File: config.mk
export PLATFORM = sky130hd
export DESIGN_NAME = dma_trig_qual
export DESIGN_NICKNAME = d
export VERILOG_FILES = /design/src/rtl/dtq_pkg.sv /design/src/rtl/dtq_sync_edge.sv /design/src/rtl/dtq_flag.sv /design/src/rtl/dtq_credit.sv /design/src/rtl/dma_trig_qual.sv
export SDC_FILE = /design/constraint.sdc
export NUM_CORES = 1
export LEC_CHECK = 0
export ABC_AREA = 1
export BUFFER_PORTS_ARGS = -buffer_cell sky130_fd_sc_hd__buf_2
export CAP_MARGIN = 5
export CORE_ASPECT_RATIO = 1.4
export CORE_MARGIN = 10
export CORE_UTILIZATION = 45
export CTS_CLUSTER_DIAMETER = 30
export DETAILED_ROUTE_END_ITERATION = 12
export PLACE_DENSITY = 0.76
export SKIP_LAST_GASP = 1
export SYNTH_ARGS = -nofsm -noshare
export SYNTH_HDL_FRONTEND = slang
export SYNTH_HIERARCHICAL = 1
export SYNTH_SLANG_ARGS = --single-unit
File: constraint.sdc
create_clock -name clk -period 3.25 [get_ports clk]
set_input_delay 0 -clock clk [delete_from_list [all_inputs] [get_ports clk]]
set_output_delay 0 -clock clk [all_outputs]
set_load 0.05 [all_outputs]
File: src/rtl/dtq_pkg.sv
package dtq_pkg;

  typedef struct packed {
    logic hw_en;
    logic pol_high;
    logic level;
  } hw_mode_t;

  typedef enum logic [1:0] {
    FLAG_HOLD  = 2'd0,
    FLAG_SET   = 2'd1,
    FLAG_CLEAR = 2'd2
  } flag_op_e;

endpackage

File: src/rtl/dtq_sync_edge.sv
module dtq_sync_edge
  import dtq_pkg::*;
#(
  parameter int STAGES = 2
) (
  input  logic     clk,
  input  logic     rst_n,
  input  logic     line_i,
  input  hw_mode_t mode_i,
  output logic     hw_evt_o,
  output logic     lvl_drop_o
);

  logic [STAGES-1:0] sync_q, sync_d;
  logic              prev_q;
  logic              sync_s, lvl_act, rise, fall, edge_hit;

  always_comb begin
    sync_d = {sync_q[STAGES-2:0], line_i};
  end

  always_ff @(posedge clk or negedge rst_n) begin
    if (!rst_n) begin
      sync_q <= '0;
      prev_q <= 1'b0;
    end else begin
      sync_q <= sync_d;
      prev_q <= sync_s;
    end
  end

  always_comb begin
    sync_s     = sync_q[STAGES-1];
    lvl_act    = mode_i.pol_high ? sync_s : ~sync_s;
    rise       = sync_s & ~prev_q;
    fall       = ~sync_s & prev_q;
    edge_hit   = mode_i.pol_high ? rise : fall;
    hw_evt_o   = mode_i.hw_en & (mode_i.level ? lvl_act : edge_hit);
    lvl_drop_o = mode_i.hw_en & mode_i.level & ~lvl_act;
  end

endmodule

File: src/rtl/dtq_flag.sv
module dtq_flag
  import dtq_pkg::*;
(
  input  logic clk,
  input  logic rst_n,
  input  logic evt_i,
  input  logic abort_i,
  input  logic clr_i,
  output logic flag_o
);

  flag_op_e op;
  logic     flag_q, flag_d;

  always_comb begin
    if (abort_i)    op = FLAG_CLEAR;
    else if (evt_i) op = FLAG_SET;
    else if (clr_i) op = FLAG_CLEAR;
    else            op = FLAG_HOLD;
  end

  always_comb begin
    case (op)
      FLAG_SET:   flag_d = 1'b1;
      FLAG_CLEAR: flag_d = 1'b0;
      default:    flag_d = flag_q;
    endcase
  end

  always_ff @(posedge clk or negedge rst_n) begin
    if (!rst_n) flag_q <= 1'b0;
    else        flag_q <= flag_d;
  end

  assign flag_o = flag_q;

endmodule

File: src/rtl/dtq_credit.sv
module dtq_credit #(
  parameter  int MAX_POW = 10,
  localparam int POW_W   = $clog2(MAX_POW + 1),
  localparam int CNT_W   = (MAX_POW < 1) ? 1 : MAX_POW
) (
  input  logic             clk,
  input  logic             rst_n,
  input  logic             evt_i,
  input  logic             kill_i,
  input  logic             done_i,
  input  logic             burst_i,
  input  logic [POW_W-1:0] pow_i,
  output logic             credit_o
);

  logic             credit_q, credit_d;
  logic [CNT_W-1:0] cnt_q, cnt_d, last_idx;
  logic [CNT_W:0]   span;
  logic [POW_W-1:0] pow_eff;
  logic             cnt_en;

  always_comb begin
    pow_eff  = (int'(pow_i) > MAX_POW) ? POW_W'(MAX_POW) : pow_i;
    span     = burst_i ? ((CNT_W + 1)'(1) << pow_eff) : (CNT_W + 1)'(1);
    last_idx = CNT_W'(span - (CNT_W + 1)'(1));
  end

  always_comb begin
    credit_d = credit_q;
    cnt_d    = cnt_q;
    cnt_en   = 1'b1;
    if (kill_i) begin
      credit_d = 1'b0;
      cnt_d    = '0;
    end else if (done_i && credit_q) begin
      if (cnt_q == last_idx) begin
        credit_d = evt_i;
        cnt_d    = '0;
      end else begin
        cnt_d = cnt_q + CNT_W'(1);
      end
    end else if (evt_i && !credit_q) begin
      credit_d = 1'b1;
      cnt_d    = '0;
    end else begin
      cnt_en = 1'b0;
    end
  end

  always_ff @(posedge clk or negedge rst_n) begin
    if (!rst_n) begin
      credit_q <= 1'b0;
      cnt_q    <= '0;
    end else if (cnt_en) begin
      credit_q <= credit_d;
      cnt_q    <= cnt_d;
    end
  end

  assign credit_o = credit_q;

endmodule

File: src/rtl/dma_trig_qual.sv
module dma_trig_qual
  import dtq_pkg::*;
#(
  parameter  int SYNC_STAGES = 2,
  parameter  int MAX_POW     = 10,
  localparam int POW_W       = $clog2(MAX_POW + 1)
) (
  input  logic             clk,
  input  logic             rst_n,
  input  logic             cfg_req_en,
  input  logic             cfg_hw_en,
  input  logic             cfg_pol_high,
  input  logic             cfg_level,
  input  logic             cfg_burst,
  input  logic [POW_W-1:0] cfg_burst_pow,
  input  logic             hw_trig,
  input  logic             periph_req,
  input  logic             sw_trig,
  input  logic             desc_done,
  input  logic             desc_clr_trig,
  input  logic             abort,
  input  logic             xfer_done,
  output logic             trig_flag,
  output logic             xfer_req
);

  hw_mode_t mode;
  logic     hw_evt, lvl_drop, evt, clr_any, kill, credit;

  always_comb begin
    mode.hw_en    = cfg_hw_en;
    mode.pol_high = cfg_pol_high;
    mode.level    = cfg_level;
  end

  dtq_sync_edge #(.STAGES(SYNC_STAGES)) u_sync (
    .clk        (clk),
    .rst_n      (rst_n),
    .line_i     (hw_trig),
    .mode_i     (mode),
    .hw_evt_o   (hw_evt),
    .lvl_drop_o (lvl_drop)
  );

  always_comb begin
    evt     = sw_trig | hw_evt;
    clr_any = (desc_done & desc_clr_trig) | lvl_drop;
    kill    = abort | (~evt & clr_any);
  end

  dtq_flag u_flag (
    .clk     (clk),
    .rst_n   (rst_n),
    .evt_i   (evt),
    .abort_i (abort),
    .clr_i   (clr_any),
    .flag_o  (trig_flag)
  );

  dtq_credit #(.MAX_POW(MAX_POW)) u_credit (
    .clk      (clk),
    .rst_n    (rst_n),
    .evt_i    (evt),
    .kill_i   (kill),
    .done_i   (xfer_done),
    .burst_i  (cfg_burst),
    .pow_i    (cfg_burst_pow),
    .credit_o (credit)
  );

  assign xfer_req = trig_flag & credit & (~cfg_req_en | periph_req);

endmodule

==> metrics.md, run 1 <==
| Metric | Value |
|---|---|
| WHS | about 0.17 ns |
| Site Rows | 23 |
| First DRT Iteration DRCs | 67 |
| Total of warnings raised by yosys | 6 |
| Met2 usage | approximately 19% |
| Hold buffer count at cts | 2 |
| Clock share of power | between 20 and 30% |
| Hold crit path type | in -> reg |
| Routed Antenna Nets | 0 |
| Slowest stage delay, CP | ~0.40 ns |
| DR WL/cell | around 11 um |
| Crit-path cells | nor2_2, nand2_1, a21oi_2, nor2_2, inv_1, inv_1, nor2_1, nor2_1, nand2_4, inv_2, nor2_4, nand3_2, nor2_1, nand2_1, nor2_2, nand3_1, xor2_1, and2_1 |
| Power per cell area | 340.9 nW/um^2 |
| Largest net degree at the start of global routing | 16 |
| Fillers | 340 |
| GP Congestion | between 0.8 and 0.9 |
| Root Driver | clkbuf_8 |
| Post-Syn Nets | around 220 |
| Skew final | ~0.0052 ns |
| Yosys top cell area share | 26.74% |
| Final HPWL DP | roughly 2.3 mm |
| Worst skew pair latency | about 0.25 ns |
| Crit path arrival time | approximately 2.5 ns |
| Initial antenna violation count | 0 |
| Rel. slew slack | between 70% and 80% |
| Non-filler cells, final | roughly 260 |
| CTS tree | built |
| Avg Vias per Cell | between 5 and 6 |
| Post-synth EDFFs | 0 |
| Vias in the first global route | 1,314 |
| IO Count | 20 |
| Final WL | 2.823 mm |
| Critical-path maximum fanout | 14 |
| Utilization after layout | a little over half |
| Synth Cell Area | between 1000 and 1500 um^2 |
| Cells after synthesis | approximately 200 |
| Core area | 2935 um^2 |
| Area leader, netlist | dfrtp_1 |
| Final hold vios | 0 |
| Die Wd | around 67 um |
| PostCTS Resize Cnt | 0 |
| Gr busiest metal | met2 |
| Switch Pwr | approximately 180 uW |
| Share of layout cells above drive strength 1 | a little under a quarter |
| DR vias | roughly 1.3k |
| Fmax | approximately 430 MHz |
| Setup Buffers After CTS | 0 |
| Sequential fraction of the synthesis area | 26.74% |
| Post-layout nets | about 240 |
| Sink Count | 15 |
| Final Max Tran Viols | 0 |
| Critical path required time | between 3 and 4 ns |
| Peak VDD IR | about 280 uV |
| Outcome | complete, no violations |
| Crit end category | flop |
| Sequential cell fraction of total power | 39.8% |
| Placed insts | roughly 250 |
| Fin Setup TNS | 0 ns |
| Synth-to-Final Area Change | 10.16% |
| H-tree Lvls | 1 |
| Post-route total power | 527.2 uW |
| Ant diodes | 0 |
| Total GRT Usage | between 10% and 20% |
| Critical path class | reg -> reg |
| Ys flop type | dfrtp_1 |
| CP max stage cell | dfrtp_1 |
| GR Layer Usage met3 | 1.432% |
| Switching Fraction | between 30% and 40% |
| Max Cap Viol | 0 |
| Async set-reset flop share out of synthesis | 100.0% |
| Clk buf depth | 2 |
| CTS clk-pin slew, worst paths | around 0.06 ns |
| Ranking of synthesized cells by area | dfrtp_1 (27%), nand2_1 (14%), inv_1 (7.0%) |
| Synth Register Bits | 15 |
| TritonCTS Buffers | 3 |
| Starting Density | about 48% |
| Count of final setup violators | 0 |
| CP Launch Type | flop |
| Min Clock Period, post-route | 2.304 ns |
| DRC | 0 |
| Int Pwr | roughly 340 uW |
| First-pass DRT Iterations | 4 |
| Die Y | approximately 86 um |
| Syn_area_per_cell | between 6 and 7 um^2 |
| Combinational power share | 31.5% |
| RSZ-0062 raised after global routing | no |
| Met1 track demand over resource | a little under an eighth |
| Synth cell types | 34 |
| Leak | around 0.77 nW |
| IO buf count | 19 |
| Total grt overflow | 0 |
| First-pass GRT wire length | approximately 5 mm |
| Period utilization | a little under three quarters |
| Die area | between 5000 and 6000 um^2 |
| Least-Margin Pin Slew | about 0.41 ns |
cell usage after synthesis, types with 2 or more instances:
master / n
nand2_1: 52
inv_1: 26
nand3_1: 18
dfrtp_1: 15
a21oi_1: 14
nor2_1: 9
xor2_1: 9
nand4_1: 7
inv_2: 6
nor2_2: 6
buf_6: 5
nand3_2: 4
o21ai_0: 4
ha_1: 3
inv_4: 2
nand2_2: 2
nand2_4: 2
nor2_4: 2
o21ai_1: 2
placed cells by master (no fill, tap or decap), types with 2 or more instances in the layout:
cell | synthesis | final
nand2_1 | 52 | 52
inv_1 | 26 | 26
buf_2 | 0 | 19
nand3_1 | 18 | 18
dfrtp_1 | 15 | 15
a21oi_1 | 14 | 14
nor2_1 | 9 | 9
xor2_1 | 9 | 9
nand4_1 | 7 | 7
nor2_2 | 6 | 6
inv_2 | 6 | 6
nand3_2 | 4 | 4
o21ai_0 | 4 | 4
clkbuf_8 | 0 | 3
ha_1 | 3 | 3
nand2_2 | 2 | 2
dlygate4sd3_1 | 0 | 2
inv_4 | 2 | 2
nor2_4 | 2 | 2
nand2_4 | 2 | 2
o21ai_1 | 2 | 2
layer usage:
layer	vias up	routed length [um]
met5	-	0
met4	0	87
met3	7	115
met2	28	1445
met1	584	1175
li1	681	-
worst max-delay path, delay by kind of cell, from the launching register on:
family                    cells  cell delay (ns)
and+or+nand+nor              13             1.29
DFF                           1             0.40
xor gates and xnor gates      1             0.15
AOI/OAI and AO/OA             1             0.14
buffers and inverters         3             0.23
metrics by stage:
step	area, um^2	setup slack, ns
finish	1546	0.9459
global route	1546	0.6221
CTS	1546	0.9120
detailed placement	1481	0.9464
global placement	1481	0.9889
floorplan	1404	1.253
power by group through the flow:
stage          clock (mW)  combinational, mW  sequential, mW
2_1_floorplan           0              0.126           0.221
3_3_place_gp            0              0.163           0.213
3_5_place_dp            0              0.165           0.214
4_1_cts             0.155              0.167           0.210
5_1_grt             0.160              0.190           0.212
6_report            0.151              0.166           0.210
layout make-up:
type / instances / area (um^2) / area share [%]
well taps: 37 / 46.29 / 2.994
flip-flops and latches: 15 / 375.4 / 24.27
clock buffers: 4 / 45.04 / 2.913
repair buffers: 21 / 115.1 / 7.443
inverters: 36 / 145.1 / 9.385
multi-input cells: 146 / 819.5 / 52.99
registers in the layout, indices dropped and copies added (netlist names):
signal,cells
u_credit/cnt_q,10
u_sync/sync_q,2
u_credit/credit_o,1
u_flag/flag_o,1
u_sync/prev_q,1
final timing paths:
kind | start | to | slack (ns) | depth (start not counted)
worst min-delay path | abort | u_credit/credit_o | 0.17 | 6
worst max register to register | u_sync/sync_q[1] | u_credit/cnt_q[9] | 0.95 | 18
min in group asynchronous | rst_n | u_flag/flag_o | 0.18 | 2
max in group asynchronous | rst_n | u_credit/cnt_q[0] | 2.82 | 2
worst min register to register | u_sync/sync_q[0] | u_sync/sync_q[1] | 0.35 | 0
worst max-delay path | u_sync/sync_q[1] | u_credit/cnt_q[9] | 0.95 | 18
cell families after synthesis:
group | after synthesis | synth area share [%]
adders and majority gates | 3 | 2.674
and+or+nand+nor | 110 | 40.55
AOI/OAI and AO/OA | 23 | 8.913
buffers and inverters | 42 | 14.88
DFF | 15 | 26.74
xor gates and xnor gates | 10 | 6.239
No activity file was read; power rests on OpenSTA's default activity.
==> run 2: changes to the inputs <==
Settings changed: PLACE_DENSITY 0.76 to 0.79.
Clock period 3.25 ns to 2.05 ns, I/O delays scaled along.
==> run 2 against run 1 <==
Compared with the run above: largest cell class unchanged; wire length is 11% higher; non-clock buffer count up 17; the flow now finishes with violations (negative setup slack); count of clock-buffer cells in the layout is the same; clock skew shrank 0.0027 ns; clock power increased by 53%; worst setup slack got worse by 1.0 ns; core utilization increased by 4.8 points; hold slack got worse by 0.0052 ns.
==> metrics.md, run 2 (synthesis gave the netlist of run 1 again) <==
| Metric | Value |
|---|---|
| Outcome | complete, but fails checks (was complete, no violations) |
| Failing checks | negative setup slack |
| Leak | 0.8454 nW (was 0.7666 nW) |
| Fin Setup TNS | -0.09093 ns (was 0 ns) |
| DR vias | 1,389 (was 1,300) |
| CP max stage cell | dfrtp_1 (unchanged) |
| Synth-to-Final Area Change | 20.14% (was 10.16%) |
| Skew final | 0.002452 ns (was 0.005187 ns) |
| Rel. slew slack | 75.25% (was 72.31%) |
| RSZ-0062 raised after global routing | yes (was no) |
| Area of placed instances | 1579 um^2 (was 1481 um^2) |
| H-tree Lvls | 1 (unchanged) |
| Final Max Tran Viols | 0 (unchanged) |
| Final WL | 3.147 mm (was 2.823 mm) |
| CTS clk-pin slew, worst paths | 0.06 ns (about the same) |
| CP Buf/Inv Count | 3 (unchanged) |
| Crit-path leading delay family | simple AND/OR/NAND/NOR gates (unchanged) |
| Critical path class | reg -> reg (unchanged) |
| Die Wd | 67.21 um (unchanged) |
| Critical path required time | 2.19 ns (was 3.40 ns) |
| Top flop regs | u_credit/cnt_q (10), u_sync/sync_q (2) (unchanged) |
| Max FFs per register | 10 (unchanged) |
| First-pass DRT Iterations | 4 (unchanged) |
| Initial antenna violation count | 0 (unchanged) |
| CP Launch Type | flop (unchanged) |
| Vias in the first global route | 1,311 (was 1,314) |
| Period utilization | 104.4% (was 70.89%) |
| Non-filler cells, final | 276 (was 259) |
| Power per cell area | 513.2 nW/um^2 (was 340.9 nW/um^2) |
| Critical-path maximum fanout | 3 (was 14) |
| Die area | 5785 um^2 (unchanged) |
| Fin area | 1687 um^2 (was 1546 um^2) |
| Crit path arrival time | 2.28 ns (was 2.45 ns) |
| Root Driver | clkbuf_8 (unchanged) |
| Share of layout cells above drive strength 1 | 31.38% (was 23.87%) |
| Final hold vios | 0 (unchanged) |
| Smallest setup slack after layout | -0.09093 ns (was 0.9459 ns) |
| Ant diodes | 0 (unchanged) |
| Total GRT Usage | 10.98% (was 10.76%) |
| Fmax | 467.1 MHz (was 434.0 MHz) |
| First-pass GRT wire length | 5.216 mm (was 5.154 mm) |
| Crit-path cells | nor2_2, nand2_1, a21oi_2, nor2_2, inv_1, inv_1, nor2_1, nor2_1, nand2_4, inv_2, nor2_4, nand3_2, nor2_2, nand2_1, nor2_2, nand3_1, xor2_1, and2_1 (was nor2_2, nand2_1, a21oi_2, nor2_2, inv_1, inv_1, nor2_1, nor2_1, nand2_4, inv_2, nor2_4, nand3_2, nor2_1, nand2_1, nor2_2, nand3_1, xor2_1, and2_1) |
| First DRT Iteration DRCs | 72 (was 67) |
| WHS | 0.1627 ns (was 0.1679 ns) |
| Max Cap Viol | 0 (unchanged) |
| DRC | 0 (unchanged) |
| Sink Count | 15 (unchanged) |
| Core area | 2935 um^2 (unchanged) |
| IO buf count | 19 (unchanged) |
| DR WL/cell | 11.40 um (was 10.90 um) |
| Placed insts | 266 (was 253) |
| Place WS | -0.001621 ns (was 0.9464 ns) |
| GP Congestion | 0.8489 (was 0.8759) |
| Site Rows | 23 (unchanged) |
| Post-layout nets | 261 (was 244) |
| CTS tree | built (unchanged) |
| Routed Antenna Nets | 0 (unchanged) |
| Crit end category | flop (unchanged) |
| TritonCTS Buffers | 3 (unchanged) |
| Starting Density | 47.83% (unchanged) |
| Count of final setup violators | 1 (was 0) |
| CP most frequent cell | nor2_2 |
| Slowest stage delay, CP | 0.41 ns (was 0.40 ns) |
| Min Clock Period, post-route | 2.141 ns (was 2.304 ns) |
| Total grt overflow | 0 (unchanged) |
| Hold crit path type | in -> reg (unchanged) |
| Largest net degree at the start of global routing | 16 (unchanged) |
| Least-Margin Pin Slew | 0.3678 ns (was 0.4116 ns) |
| Peak VDD IR | 493.1 uV (was 283.0 uV) |
| Die Y | 86.09 um (unchanged) |
| Clk buf depth | 2 (unchanged) |
| Final HPWL DP | 2.455 mm (was 2.325 mm) |
| IO Count | 20 (unchanged) |
| Biggest register | u_credit/cnt_q (unchanged) |
| Worst skew pair latency | 0.24 ns (was 0.25 ns) |
| Commonest non-fill, non-tap cells in the layout | nand2_1 (50), inv_1 (25), buf_2 (19) (was nand2_1 (52), inv_1 (26), buf_2 (19)) |
| Avg Vias per Cell | 5.033 (was 5.019) |
| Most common cell after layout, fill and taps aside | nand2_1 (unchanged) |
-- run 2: cell types whose count changed in the layout (fill, tap and decap cells not counted) --
cell and change:
nor2_1 -1, nand2_1 -2, inv_2 +1, nand2_2 +2, buf_4 +17, inv_1 -1, nor2_2 +1, nand3_1 -1
nand3_2 +1
-- run 2: what timing repair did --
action / in CTS / in global routing
resized for setup: 0 / 5
endpoints found under the hold margin: 16 / 0
cloned: 0 / 0
setup buffers: 1 / 3
hold buffers: 2 / 0
pin swaps: 0 / 9
endpoints found under the setup margin: 1 / 2
-- run 2: worst paths after layout --
| path | from | end | slack (ns) | cells after the start |
|---|---|---|---|---|
| setup / recovery | u_sync/sync_q[1] | u_credit/cnt_q[9] | -0.09 | 18 |
| hold / removal | abort | u_flag/flag_o | 0.16 | 5 |
| setup reg to reg | u_sync/sync_q[1] | u_credit/cnt_q[9] | -0.09 | 18 |
| hold reg to reg | u_sync/sync_q[0] | u_sync/sync_q[1] | 0.36 | 0 |
| max in group asynchronous | rst_n | u_credit/cnt_q[0] | 1.60 | 2 |
| min in group asynchronous | rst_n | u_credit/credit_o | 0.19 | 2 |
-- run 2: per-stage QoR --
| step | power (mW) | util (%) |
|---|---|---|
| 5_1_grt | 0.9264 | 57.46 |
| 4_1_cts | 0.8687 | 56.27 |
| 2_1_floorplan | 0.5498 | - |
| 6_report | 0.8656 | 57.46 |
| 3_3_place_gp | 0.6210 | 53.79 |
| 3_5_place_dp | 0.6251 | 53.79 |
-- run 2: layout make-up --
type,count,area [um^2]
Timing Repair Buffer,38,242.7
Multi-Input combinational cell,146,832.0
Sequential cell,15,375.4
Clock buffer,4,45.04
Tap cell,37,46.29
Fill cell,286,1249
Inverter,36,145.1
-- run 2: per-layer routing --
metal / track usage (%) / vias up / wire [um]
met5: 0 / - / 0
met4: 6.554 / 0 / 71
met3: 1.823 / 10 / 141
met2: 19.12 / 33 / 1581
met1: 11.84 / 628 / 1352
li1: - / 718 / -
-- run 2: tightest hold or removal path, stage by stage --
cell     delay, ns
buf_2         0.09
inv_1         0.04
nand2_1       0.06
ha_1          0.13
o21ai_1       0.06
-- run 2: report_power, final --
part / leakage, nW / internal (mW) / switching [mW] / total (mW)
clock network: 0.0228 / 0.137 / 0.0937 / 0.231
logic: 0.625 / 0.112 / 0.187 / 0.299
registers: 0.198 / 0.317 / 0.0185 / 0.336
total: 0.845 / 0.567 / 0.299 / 0.866
==> run 3: changes to the inputs <==
Settings changed: REMOVE_ABC_BUFFERS set to 1, SYNTH_HIERARCHICAL 1 to unset.
==> run 3 against run 2 <==
Compared with the run above: the flow now finishes without violations; critical path depth shrank 6; power shrank 9.0%; synthesized area shrank 2.0%; clock power grew 3%; design area shrank 4.1%; final cell count grew 4.3%; hold slack lost 0.023 ns; combinational power shrank 24%; register-to-register slack gained 0.37 ns; critical path type unchanged; largest power group unchanged; highest routed layer unchanged.
==> metrics.md, run 3 <==
| Metric | Value |
|---|---|
| Final hold vios | 0 (unchanged) |
| Hold crit path type | in -> reg (unchanged) |
| Worst skew pair latency | 0.25 ns (was 0.24 ns) |
| Setup Buffers After CTS | 0 (was 1) |
| Root Driver | clkbuf_8 (unchanged) |
| Fin area | 1618 um^2 (was 1687 um^2) |
| Max FFs per register | 10 (unchanged) |
| Fmax | 566.1 MHz (was 467.1 MHz) |
| Sequential cell fraction of total power | 41.0% (was 38.8%) |
| Critical-path maximum fanout | 16 (was 3) |
| IO buf count | 19 (unchanged) |
| Most common cell after layout, fill and taps aside | nand2_1 (unchanged) |
| CP Buf/Inv Count | 1 (was 3) |
| IO Count | 20 (unchanged) |
| TritonCTS Buffers | 3 (unchanged) |
| H-tree Lvls | 1 (unchanged) |
| Period utilization | 86.17% (was 104.4%) |
| Switch Pwr | 264.2 uW (was 299.1 uW) |
| Syn_area_per_cell | 6.172 um^2 (was 6.915 um^2) |
| Multi-input gate area | 849.6 um^2 (was 832.0 um^2) |
| Critical R2R Launch | u_sync.sync_q[1] (was u_sync/sync_q[1]) |
| RSZ-0062 raised after global routing | no (was yes) |
| Cells after synthesis | 223 (was 203) |
| Vias in the first global route | 1,423 (was 1,311) |
| GP Congestion | 0.8796 (was 0.8489) |
| Crit-path leading delay family | simple AND/OR/NAND/NOR gates (unchanged) |
| Ant diodes | 0 (unchanged) |
| Peak VDD IR | 604.3 uV (was 493.1 uV) |
| Routed Antenna Nets | 0 (unchanged) |
| Starting Density | 47.35% (was 47.83%) |
| Total GRT Usage | 11.95% (was 10.98%) |
| Power per cell area | 487.0 nW/um^2 (was 513.2 nW/um^2) |
| Most common cell in the netlist | nand2_1 (unchanged) |
| Synth Cell Area | 1376 um^2 (was 1404 um^2) |
| Total of warnings raised by yosys | 0 (was 6) |
| Placed insts | 282 (was 266) |
| Final Max Tran Viols | 0 (unchanged) |
| Utilization after layout | 55.66% (was 57.46%) |
| DR WL/cell | 10.87 um (was 11.40 um) |
| CTS tree | built (unchanged) |
| Int Pwr | 523.6 uW (was 566.6 uW) |
| Critical path class | reg -> reg (unchanged) |
| Die Wd | 66.74 um (was 67.21 um) |
| Slowest stage delay, CP | 0.40 ns (was 0.41 ns) |
| First-pass GRT wire length | 5.685 mm (was 5.216 mm) |
| Ranking of synthesized cells by area | dfrtp_1 (27%), nand2_1 (19%), inv_1 (9.3%) (was dfrtp_1 (27%), nand2_1 (14%), inv_1 (7.0%)) |
| Sequential fraction of the synthesis area | 27.27% (was 26.74%) |
| Fillers | 303 (was 286) |
| CTS clk-pin slew, worst paths | 0.06 ns (about the same) |
| Worst Hold Launch | xfer_done (was abort) |
| CP Launch Type | flop (unchanged) |
| Final WL | 3.131 mm (was 3.147 mm) |
| CP max stage cell | dfrtp_1 (unchanged) |
| CP startpoint | u_sync.sync_q[1] (was u_sync/sync_q[1]) |
| Min Clock Period, post-route | 1.767 ns (was 2.141 ns) |
| Count of final setup violators | 0 (was 1) |
| Synth-to-Final Area Change | 17.55% (was 20.14%) |
| DR vias | 1,453 (was 1,389) |
| Crit path arrival time | 1.95 ns (was 2.28 ns) |
| Non-filler cells, final | 288 (was 276) |
| Rel. slew slack | 54.33% (was 75.25%) |
| Max Cap Viol | 0 (unchanged) |
| Post-route total power | 787.8 uW (was 865.6 uW) |
| Synth Register Bits | 15 (unchanged) |
| Least-Margin Pin Slew | 0.6764 ns (was 0.3678 ns) |
| Area leader, netlist | dfrtp_1 (unchanged) |
| Largest net degree at the start of global routing | 17 (was 16) |
| Post-synth EDFFs | 0 (unchanged) |
| Switching Fraction | 33.53% (was 34.55%) |
| Die Y | 85.44 um (was 86.09 um) |
| Storage element area | 375.4 um^2 (unchanged) |
| Area of placed instances | 1551 um^2 (was 1579 um^2) |
| Total grt overflow | 0 (unchanged) |
| Top flop regs | u_credit.cnt_q (10), u_sync.sync_q (2) (was u_credit/cnt_q (10), u_sync/sync_q (2)) |
| Async set-reset flop share out of synthesis | 100.0% (unchanged) |
| Post-layout nets | 273 (was 261) |
| Skew final | 0.006374 ns (was 0.002452 ns) |
| Yosys top cell area share | 27.27% (was 26.74%) |
| Crit-path cells | nor2_1, o21ai_0, nand2_1, nand2_1, nand2_1, nand2_1, nand4_1, buf_4, nand4_1, o21ai_0, nand2_1, a21oi_2 (was nor2_2, nand2_1, a21oi_2, nor2_2, inv_1, inv_1, nor2_1, nor2_1, nand2_4, inv_2, nor2_4, nand3_2, nor2_2, nand2_1, nor2_2, nand3_1, xor2_1, and2_1) |
| Die area | 5702 um^2 (was 5785 um^2) |
| DRC | 0 (unchanged) |
| Critical path required time | 2.23 ns (was 2.19 ns) |
| Combinational power share | 28.9% (was 34.5%) |
| Synth cell types | 27 (was 34) |
| Final HPWL DP | 2.712 mm (was 2.455 mm) |
| Commonest non-fill, non-tap cells in the layout | nand2_1 (70), inv_1 (34), nor2_1 (19), buf_2 (19), nand3_1 (17) (was nand2_1 (50), inv_1 (25), buf_2 (19)) |
| Outcome | complete, no violations (was complete, but fails checks) |
| Most frequent cells after synthesis | nand2_1 (70), inv_1 (34), nor2_1 (19) (was nand2_1 (52), inv_1 (26), nand3_1 (18)) |
| Clock share of power | 30.1% (was 26.7%) |
| CP most frequent cell | nand2_1 (was nor2_2) |
| Core area | 2907 um^2 (was 2935 um^2) |
| Fin Setup TNS | 0 ns (was -0.09093 ns) |
| Avg Vias per Cell | 5.045 (was 5.033) |
| Clk buf depth | 2 (unchanged) |
| First-pass DRT Iterations | 4 (unchanged) |
| Crit end category | flop (unchanged) |
| Site Rows | 23 (unchanged) |
| First DRT Iteration DRCs | 53 (was 72) |
| Leak | 0.8728 nW (was 0.8454 nW) |
| Ys flop type | dfrtp_1 (unchanged) |
| Biggest register | u_credit.cnt_q (was u_credit/cnt_q) |
| Sink Count | 15 (unchanged) |
| Initial antenna violation count | 0 (unchanged) |
| Share of layout cells above drive strength 1 | 17.93% (was 31.38%) |
==> run 3: worst reg2reg max path, stage by stage (launching register included) <==
cell	delay (ns)
dfrtp_1	0.40
nor2_1	0.12
o21ai_0	0.09
nand2_1	0.07
nand2_1	0.06
nand2_1	0.08
nand2_1	0.06
nand4_1	0.09
buf_4	0.22
nand4_1	0.16
o21ai_0	0.18
nand2_1	0.08
a21oi_2	0.10
==> run 3: logic make-up (layout without fill, tap and decap cells) <==
| family | after synthesis | in the layout | share of synthesized area [%] |
|---|---|---|---|
| flip-flops | 15 | 15 | 27.27 |
| buffers and inverters | 38 | 66 | 11.00 |
| AO/OA/AOI/OAI | 23 | 23 | 9.000 |
| adder cells (fa/ha/maj) | 3 | 3 | 2.728 |
| XOR/XNOR | 7 | 7 | 4.455 |
| AND/OR/NAND/NOR | 137 | 137 | 45.55 |
==> run 3: final cells by class <==
cell class / count / share of cell area [%]
well taps: 37 / 2.862
clock inverters: 1 / 0.3094
clock buffers: 3 / 2.552
repair buffers: 26 / 10.21
flip-flops and latches: 15 / 23.20
multi-input cells: 170 / 52.51
inverters: 36 / 8.353
==> run 3: final timing paths <==
path,endpoint,slack (ns),depth (start not counted)
hold reg to reg,u_sync.sync_q[1],0.36,0
min in group asynchronous,u_credit.cnt_q[7],0.18,2
setup reg to reg,u_credit.cnt_q[7],0.28,12
max in group asynchronous,u_credit.cnt_q[8],1.61,2
setup / recovery,u_credit.cnt_q[7],0.28,12
hold / removal,u_credit.cnt_q[9],0.14,5
==> run 3: layer usage <==
metal / share of wire (%) / vias to the layer above / GRT usage [%] / wire, um
met4: 6.2 / 0 / 8.795 / 195
met2: 52 / 21 / 21.37 / 1629
met1: 39 / 646 / 11.72 / 1215
li1: - / 770 / - / -
met5: 0 / - / 0 / 0
met3: 2.9 / 16 / 1.842 / 90
==> run 3: what timing repair did <==
action / in CTS / in global routing
endpoints found under the setup margin: 0 / 0
resized for setup: 0 / 0
hold buffers: 2 / 0
hold endpoints to repair: 16 / 0
==> run 3: stage by stage <==
stage / worst slack, ns / hold WS [ns]
after floorplan: 0.1387 / -0.2956
after global placement: 0.1194 / -0.07914
after detailed placement: 0.1004 / -0.07775
after CTS: 0.2691 / 0.1452
after global routing: 0.04254 / 0.1828
final: 0.2835 / 0.1393
==> run 3: power by group through the flow <==
stage | clock network, mW | registers (mW) | logic (mW)
after CTS | 0.244 | 0.323 | 0.230
after detailed placement | 0 | 0.328 | 0.226
after global placement | 0 | 0.328 | 0.223
after global routing | 0.258 | 0.326 | 0.260
final | 0.237 | 0.323 | 0.227
after floorplan | 0 | 0.340 | 0.135
